===== src/rtl/halfpage_ecc_pkg.sv =====
package halfpage_ecc_pkg;

  typedef enum logic [1:0] {
    SYN_CLEAN = 2'd0,
    SYN_DATA  = 2'd1,
    SYN_CODE  = 2'd2,
    SYN_MULTI = 2'd3
  } syn_cls_e;

  // bits whose position has bit j set
  function automatic logic [7:0] col_mask(input int j);
    logic [7:0] m;
    for (int t = 0; t < 8; t++) m[t] = ((t >> j) & 1) == 1;
    return m;
  endfunction

endpackage


===== src/rtl/hpe_accum.sv =====
module hpe_accum #(
  parameter int LINE_BITS = 8
) (
  input  logic                     clk_i,
  input  logic                     rst_ni,
  input  logic                     clr_i,
  input  logic                     en_i,
  input  logic [LINE_BITS-1:0]     line_i,
  input  logic [7:0]               byte_i,
  output logic [2*LINE_BITS+5:0]   code_o
);
  import halfpage_ecc_pkg::*;

  logic [LINE_BITS-1:0] hi_q, lo_q;
  logic [7:0]           col_q;
  logic                 bpar;

  assign bpar = ^byte_i;

  always_ff @(posedge clk_i or negedge rst_ni) begin
    if (!rst_ni) begin
      hi_q  <= '0;
      lo_q  <= '0;
      col_q <= '0;
    end else if (clr_i) begin
      hi_q  <= '0;
      lo_q  <= '0;
      col_q <= '0;
    end else if (en_i) begin
      for (int k = 0; k < LINE_BITS; k++) begin
        if (line_i[k]) hi_q[k] <= hi_q[k] ^ bpar;
        else           lo_q[k] <= lo_q[k] ^ bpar;
      end
      col_q <= col_q ^ byte_i;
    end
  end

  always_comb begin
    for (int k = 0; k < LINE_BITS; k++) begin
      code_o[2*k]   = hi_q[k];
      code_o[2*k+1] = lo_q[k];
    end
    for (int j = 0; j < 3; j++) begin
      code_o[2*LINE_BITS+2*j]   = ^(col_q & col_mask(j));
      code_o[2*LINE_BITS+2*j+1] = ^(col_q & ~col_mask(j));
    end
  end

endmodule


===== src/rtl/hpe_classify.sv =====
module hpe_classify #(
  parameter int LINE_BITS = 8
) (
  input  logic [2*LINE_BITS+5:0]      stored_i,
  input  logic [2*LINE_BITS+5:0]      calc_i,
  output halfpage_ecc_pkg::syn_cls_e  cls_o,
  output logic [LINE_BITS-1:0]        loc_byte_o,
  output logic [2:0]                  loc_bit_o
);
  import halfpage_ecc_pkg::*;

  localparam int CW    = 2*LINE_BITS + 6;
  localparam int NP    = CW / 2;
  localparam int CNT_W = $clog2(CW + 1);

  logic [CW-1:0]    syn;
  logic             all_pairs;
  logic [CNT_W-1:0] ones;

  assign syn = stored_i ^ calc_i;

  always_comb begin
    all_pairs = 1'b1;
    ones      = '0;
    for (int p = 0; p < NP; p++) all_pairs = all_pairs & (syn[2*p] ^ syn[2*p+1]);
    for (int i = 0; i < CW; i++) ones = ones + {{(CNT_W-1){1'b0}}, syn[i]};
    if (syn == '0)                  cls_o = SYN_CLEAN;
    else if (all_pairs)             cls_o = SYN_DATA;
    else if (ones == CNT_W'(1))     cls_o = SYN_CODE;
    else                            cls_o = SYN_MULTI;
  end

  always_comb begin
    for (int k = 0; k < LINE_BITS; k++) loc_byte_o[k] = syn[2*k];
    for (int j = 0; j < 3; j++)         loc_bit_o[j]  = syn[2*LINE_BITS+2*j];
  end

endmodule


===== src/rtl/hpe_merge.sv =====
module hpe_merge #(
  parameter int NH = 2
) (
  input  halfpage_ecc_pkg::syn_cls_e [NH-1:0] cls_i,
  input  logic [NH-1:0]                       chk_i,
  output logic                                sbe_o,
  output logic                                dbe_o,
  output logic [NH-1:0]                       fix_o
);
  import halfpage_ecc_pkg::*;

  logic [NH-1:0] multi, single;

  always_comb begin
    for (int h = 0; h < NH; h++) begin
      multi[h]  = chk_i[h] && (cls_i[h] == SYN_MULTI);
      single[h] = chk_i[h] && ((cls_i[h] == SYN_DATA) || (cls_i[h] == SYN_CODE));
      fix_o[h]  = chk_i[h] && (cls_i[h] == SYN_DATA);
    end
    // more severe class wins
    dbe_o = |multi;
    sbe_o = !dbe_o && (|single);
  end

endmodule


===== src/rtl/halfpage_ecc.sv =====
module halfpage_ecc #(
  parameter int HALF_BYTES = 256,
  parameter int PAGE_BYTES = 528,
  parameter int ECC0_OFS   = 520,
  parameter int ECC1_OFS   = 525
) (
  input  logic        clk_i,
  input  logic        rst_ni,
  input  logic        start_i,
  input  logic        check_i,
  input  logic        upper_only_i,
  input  logic        in_valid_i,
  input  logic [9:0]  in_idx_i,
  input  logic [7:0]  in_byte_i,
  output logic        done_o,
  output logic [47:0] code_o,
  output logic        sbe_o,
  output logic        dbe_o,
  output logic [1:0]  fix_valid_o,
  output logic [17:0] fix_addr_o,
  output logic [5:0]  fix_bit_o
);
  import halfpage_ecc_pkg::*;

  localparam int NH   = 2;
  localparam int LB   = $clog2(HALF_BYTES);
  localparam int CW   = 2*LB + 6;
  localparam int EB   = (CW + 7) / 8;
  localparam int SW   = 8*EB;
  localparam int AW   = LB + 1;
  localparam int IW   = 10;
  localparam logic [IW-1:0] LAST_IDX = IW'(PAGE_BYTES - 1);

  logic check_q, upper_q, eval_q;
  logic [SW-1:0] stored_q [NH];
  logic [CW-1:0] calc     [NH];
  syn_cls_e [NH-1:0] cls;
  logic [LB-1:0] loc_byte [NH];
  logic [2:0]    loc_bit  [NH];
  logic [NH-1:0] chk_mask, fix_c;
  logic          sbe_c, dbe_c;
  logic [47:0]   code_c;
  logic [17:0]   addr_c;
  logic [5:0]    bit_c;

  always_ff @(posedge clk_i or negedge rst_ni) begin
    if (!rst_ni) begin
      check_q <= 1'b0;
      upper_q <= 1'b0;
      eval_q  <= 1'b0;
    end else begin
      if (start_i) begin
        check_q <= check_i;
        upper_q <= upper_only_i;
      end
      eval_q <= in_valid_i && !start_i && (in_idx_i == LAST_IDX);
    end
  end

  for (genvar h = 0; h < NH; h++) begin : g_half
    localparam logic [IW-1:0] LO  = IW'(h*HALF_BYTES);
    localparam logic [IW-1:0] HI  = IW'((h+1)*HALF_BYTES);
    localparam int            OFS = (h == 0) ? ECC0_OFS : ECC1_OFS;
    logic en;

    assign en = in_valid_i && !start_i && (in_idx_i >= LO) && (in_idx_i < HI);

    hpe_accum #(.LINE_BITS(LB)) u_acc (
      .clk_i (clk_i),
      .rst_ni(rst_ni),
      .clr_i (start_i),
      .en_i  (en),
      .line_i(in_idx_i[LB-1:0]),
      .byte_i(in_byte_i),
      .code_o(calc[h])
    );

    for (genvar b = 0; b < EB; b++) begin : g_cap
      localparam logic [IW-1:0] SPOS = IW'(OFS + b);
      always_ff @(posedge clk_i or negedge rst_ni) begin
        if (!rst_ni)                                        stored_q[h][8*b +: 8] <= '0;
        else if (in_valid_i && check_q && in_idx_i == SPOS) stored_q[h][8*b +: 8] <= in_byte_i;
      end
    end

    hpe_classify #(.LINE_BITS(LB)) u_cls (
      .stored_i  (stored_q[h][CW-1:0]),
      .calc_i    (calc[h]),
      .cls_o     (cls[h]),
      .loc_byte_o(loc_byte[h]),
      .loc_bit_o (loc_bit[h])
    );

    assign code_c[h*SW +: SW] = {{(SW-CW){1'b1}}, calc[h]};
    assign addr_c[h*AW +: AW] = {1'(h), loc_byte[h]};
    assign bit_c[h*3 +: 3]    = loc_bit[h];
  end

  assign chk_mask = check_q ? {1'b1, !upper_q} : 2'b00;

  hpe_merge #(.NH(NH)) u_merge (
    .cls_i(cls),
    .chk_i(chk_mask),
    .sbe_o(sbe_c),
    .dbe_o(dbe_c),
    .fix_o(fix_c)
  );

  always_ff @(posedge clk_i or negedge rst_ni) begin
    if (!rst_ni) begin
      done_o      <= 1'b0;
      code_o      <= '0;
      sbe_o       <= 1'b0;
      dbe_o       <= 1'b0;
      fix_valid_o <= '0;
      fix_addr_o  <= '0;
      fix_bit_o   <= '0;
    end else begin
      done_o <= eval_q && !start_i;
      if (start_i) begin
        sbe_o       <= 1'b0;
        dbe_o       <= 1'b0;
        fix_valid_o <= '0;
      end else if (eval_q) begin
        code_o      <= code_c;
        sbe_o       <= sbe_c;
        dbe_o       <= dbe_c;
        fix_valid_o <= fix_c;
        fix_addr_o  <= addr_c;
        fix_bit_o   <= bit_c;
      end
    end
  end

endmodule


===== config.mk =====
export PLATFORM = sky130hd
export DESIGN_NAME = halfpage_ecc
export DESIGN_NICKNAME = d
export VERILOG_FILES = /design/src/rtl/halfpage_ecc_pkg.sv /design/src/rtl/hpe_accum.sv /design/src/rtl/hpe_classify.sv /design/src/rtl/hpe_merge.sv /design/src/rtl/halfpage_ecc.sv
export SDC_FILE = /design/constraint.sdc
export NUM_CORES = 1
export LEC_CHECK = 0
export BUFFER_PORTS_ARGS = -buffer_cell sky130_fd_sc_hd__buf_2
export CAP_MARGIN = 20
export CELL_PAD_IN_SITES_DETAIL_PLACEMENT = 1
export CELL_PAD_IN_SITES_GLOBAL_PLACEMENT = 1
export CORE_MARGIN = 2
export CORE_UTILIZATION = 47
export DETAILED_ROUTE_END_ITERATION = 8
export PLACE_DENSITY = 0.84
export SYNTH_ARGS = -nofsm -noshare
export SYNTH_HDL_FRONTEND = slang
export SYNTH_SLANG_ARGS = --single-unit
export TNS_END_PERCENT = 30

===== constraint.sdc =====
create_clock -name clk_i -period 7.5 [get_ports clk_i]
set_input_delay 0.75 -clock clk_i [delete_from_list [all_inputs] [get_ports clk_i]]
set_output_delay 0.75 -clock clk_i [all_outputs]
set_load 0.05 [all_outputs]

==> reports/qor.yml <==
outcome: "complete, no violations"
hold_viol_final: 0
cts-root-buf: "clkbuf_16"
power_leakage_nw: 5.096
critPathKind: "reg2reg"
r2r-start: "g_half[0].u_acc.col_q[5]"
reg2reg_to: "sbe_o"
final_cell_mix: "dfrtp_1, nand2_1, buf_2, inv_1, xnor2_1"
finalCritPeriodShare_pct: 81.77
syn-instance-count: 830
num-fill-cells: 2008
hold_buffers: 0
rsz0062_at_grt: "false"
slew_headroom_pct: 29.35
port_buffers: 99
fp.dieH_um: 141.3
synth_enable_flop_cells: 0
clock-sinks: 167
ir_worst_vdd_uv: 174.2
antenna_found_initial: 0
cp.required_ps: 7860
gp_congestion: 0.8751
post_cts_resized: 0
drt-wirelength-per-cell_um: 22.60
netlist_area_um2: 8865
setup_viol: 0
worst_pin_slew_ps: 1057
power_frac_comb_pct: 18.8
timing.critical_path.fanout_max: 3
vias_per_cell: 5.819
synth_nets: 924
grtUsageTotal_pct: 27.31
critPathLaunchType: "flip-flop"
layout_min_cycle_time_ps: 6133
fmax_mhz: 163.1
hpwl_mm: 17.29
die_x_um: 141.3
path_common_cell: "fa_1"
async_flop_share_pct: 100.0
pwr_density_cell_nw_per_um2: 216.9
cts_tree: "done"
grt_pass1_wl_mm: 41.35
path_cells: "xnor2_1 -> xnor2_1 -> xnor2_1 -> fa_1 -> fa_1 -> fa_1 -> fa_1 -> inv_1 -> fa_1 -> inv_1 -> fa_1 -> inv_1 -> fa_1 -> or2_2 -> a2111oi_0 -> nor2_1 -> ha_1 -> o21ai_0 -> nand4_1 -> a21oi_1"
drive_gt1_share_pct: 20.87
post-cts-setup-buffer-count: 0
power_mw: 2.193
post-route-drc-count: 0
grt_max_degree: 96
hp-class: "in2async"
clkPwrFrac_pct: 38.7
layout_commonest_cell: "dfrtp_1"
fin_nets: 1002
synthDistinctLibCells: 42
arrival_ps: 6490
dpl_cell_area_um2: 9520
htree_levels: 4
synth_seq_area_share_pct: 47.14
avgSynthCellArea_um2: 10.68
p_seq_share_pct: 42.4
design_area_um2: 10110
fin_skew_ps: 8.391
slew_violations: 0
synth-seq-cells: 167
yosysWarningCount: 0
totalWireLength_mm: 26.11
power.switching_uw: 667.1
slowest_delay_ps: 540
reg2reg_slack_ps: 1370
clk_path_buf_depth: 2
vias: 6721
die-area_um2: 19980
synth-main-ff-cell: "dfrtp_1"
intPower_mw: 1.526
numCtsBuffers: 17
initial_core_util_pct: 47.71
path_clk_slew_ps: 70
cpMaxStageDelayCell: "fa_1"
clkLatencyLatePin_ps: 440
setup_tns_ps: 0
grt-ovfl-total: 0
maxCapViolations: 0
drt_iter0_markers: 325
floorplan.core_area_um2: 18580
p_sw_share_pct: 30.42
ios: 101
rr_worst_depth: 20
grt_pass1_vias: 7361
first_pass_iters: 5
antenna_left: 0
rows: 50
end_kind: "flip-flop"
area.growth.synth_to_final_pct: 14.03
[worst max path at each step]
stage	slack [ps]	cells past startpoint	endpoint	startpoint
finish	1370	20	sbe_o	g_half[0].u_acc.col_q[5]
global placement	1820	18	sbe_o	g_half[0].u_acc.col_q[1]
CTS	1350	20	sbe_o	g_half[0].u_acc.col_q[5]
detailed placement	1570	20	sbe_o	g_half[0].u_acc.col_q[1]
global route	1090	20	sbe_o	g_half[0].u_acc.hi_q[0]
floorplan	2030	20	sbe_o	g_half[0].u_acc.col_q[1]
[registers in the layout, indices dropped and copies added, names as in the netlist, 2 cells and up]
register	flops
code_o	45
stored_q	44
fix_addr_o	16
g_half.u_acc.col_q	16
g_half.u_acc.hi_q	16
g_half.u_acc.lo_q	16
fix_bit_o	6
fix_valid_o	2
[critical path, delay by kind of cell, from the launching register on]
family,cells,cell delay (ps)
AO/OA/AOI/OAI,3,830
XOR/XNOR,3,710
adder cells (fa/ha/maj),8,3300
buffers and inverters,3,220
flip-flops,1,430
AND/OR/NAND/NOR,3,560
[synthesized netlist by cell type (all sizes together) (2+ instances only)]
cell,number,area [um2]
fa,30,600.6
nand4,11,68.82
nor2,21,78.83
mux2,45,506.7
dfrtp,167,4179
o31ai,3,22.52
o41ai,29,254.0
o311ai,29,254.0
or2,4,25.02
xnor2,64,568.1
a21oi,9,45.04
or4,4,33.78
nand2,162,610.6
nor4,2,18.77
xor2,31,271.5
nor3,9,55.05
clkbuf,37,141.4
ha,40,500.5
o21ai,32,160.2
inv,67,251.5
nand2b,5,31.28
buf,10,61.31
nand3,11,65.06
[kinds of logic (layout without fill, tap and decap cells)]
family / count (synthesis) / count (layout) / share of synthesized area, %
adders and majority gates: 70 / 70 / 12.42
DFF: 167 / 167 / 47.14
other: 1 / 2 / 0.04230
buffers and inverters: 114 / 204 / 5.124
AOI/OAI and AO/OA: 105 / 105 / 8.582
muxes: 45 / 45 / 5.716
xor gates and xnor gates: 95 / 95 / 9.471
and+or+nand+nor: 233 / 233 / 11.50
[per-stage QoR]
| step | hold slack [ps] | cells | worst slack (ps) | utilization, % |
|---|---|---|---|---|
| 4_1_cts | 424.8 | 1153 | 1348 | 54.24 |
| 5_1_grt | 451.8 | 1154 | 1087 | 54.39 |
| 3_3_place_gp | 455.0 | 1122 | 1816 | 51.24 |
| 6_report | 386.4 | 1155 | 1367 | 54.40 |
| 3_5_place_dp | 458.3 | 1122 | 1569 | 51.24 |
| 2_1_floorplan | 454.4 | 830 | 2031 | - |
[per-layer routing]
| layer | wire length, um | GRT usage [%] | vias up |
|---|---|---|---|
| met1 | 10550 | 33.71 | 3505 |
| li1 | - | - | 2940 |
| met4 | 836 | 11.58 | 0 |
| met2 | 13600 | 47.19 | 215 |
| met5 | 0 | 0 | - |
| met3 | 1123 | 5.164 | 61 |
[power by group through the flow]
stage	clock, mW	combinational (mW)	sequential, mW
detailed placement	0	0.392	0.946
global route	0.893	0.456	0.931
floorplan	0	0.257	0.941
finish	0.849	0.413	0.930
CTS	0.856	0.411	0.930
global placement	0	0.362	0.945
[final cells by class]
| type | instances | area, um2 | area share [%] |
|---|---|---|---|
| Multi-Input combinational cell | 549 | 4250 | 42.05 |
| Sequential cell | 167 | 4179 | 41.34 |
| Timing Repair Buffer | 106 | 574.3 | 5.681 |
| Clock buffer | 20 | 456.7 | 4.518 |
| Tap cell | 234 | 292.8 | 2.896 |
| Inverter | 67 | 251.5 | 2.488 |
| Clock inverter | 11 | 101.3 | 1.003 |
| Antenna cell | 1 | 2.502 | 0.02476 |
Power figures use the tool's default switching activity.
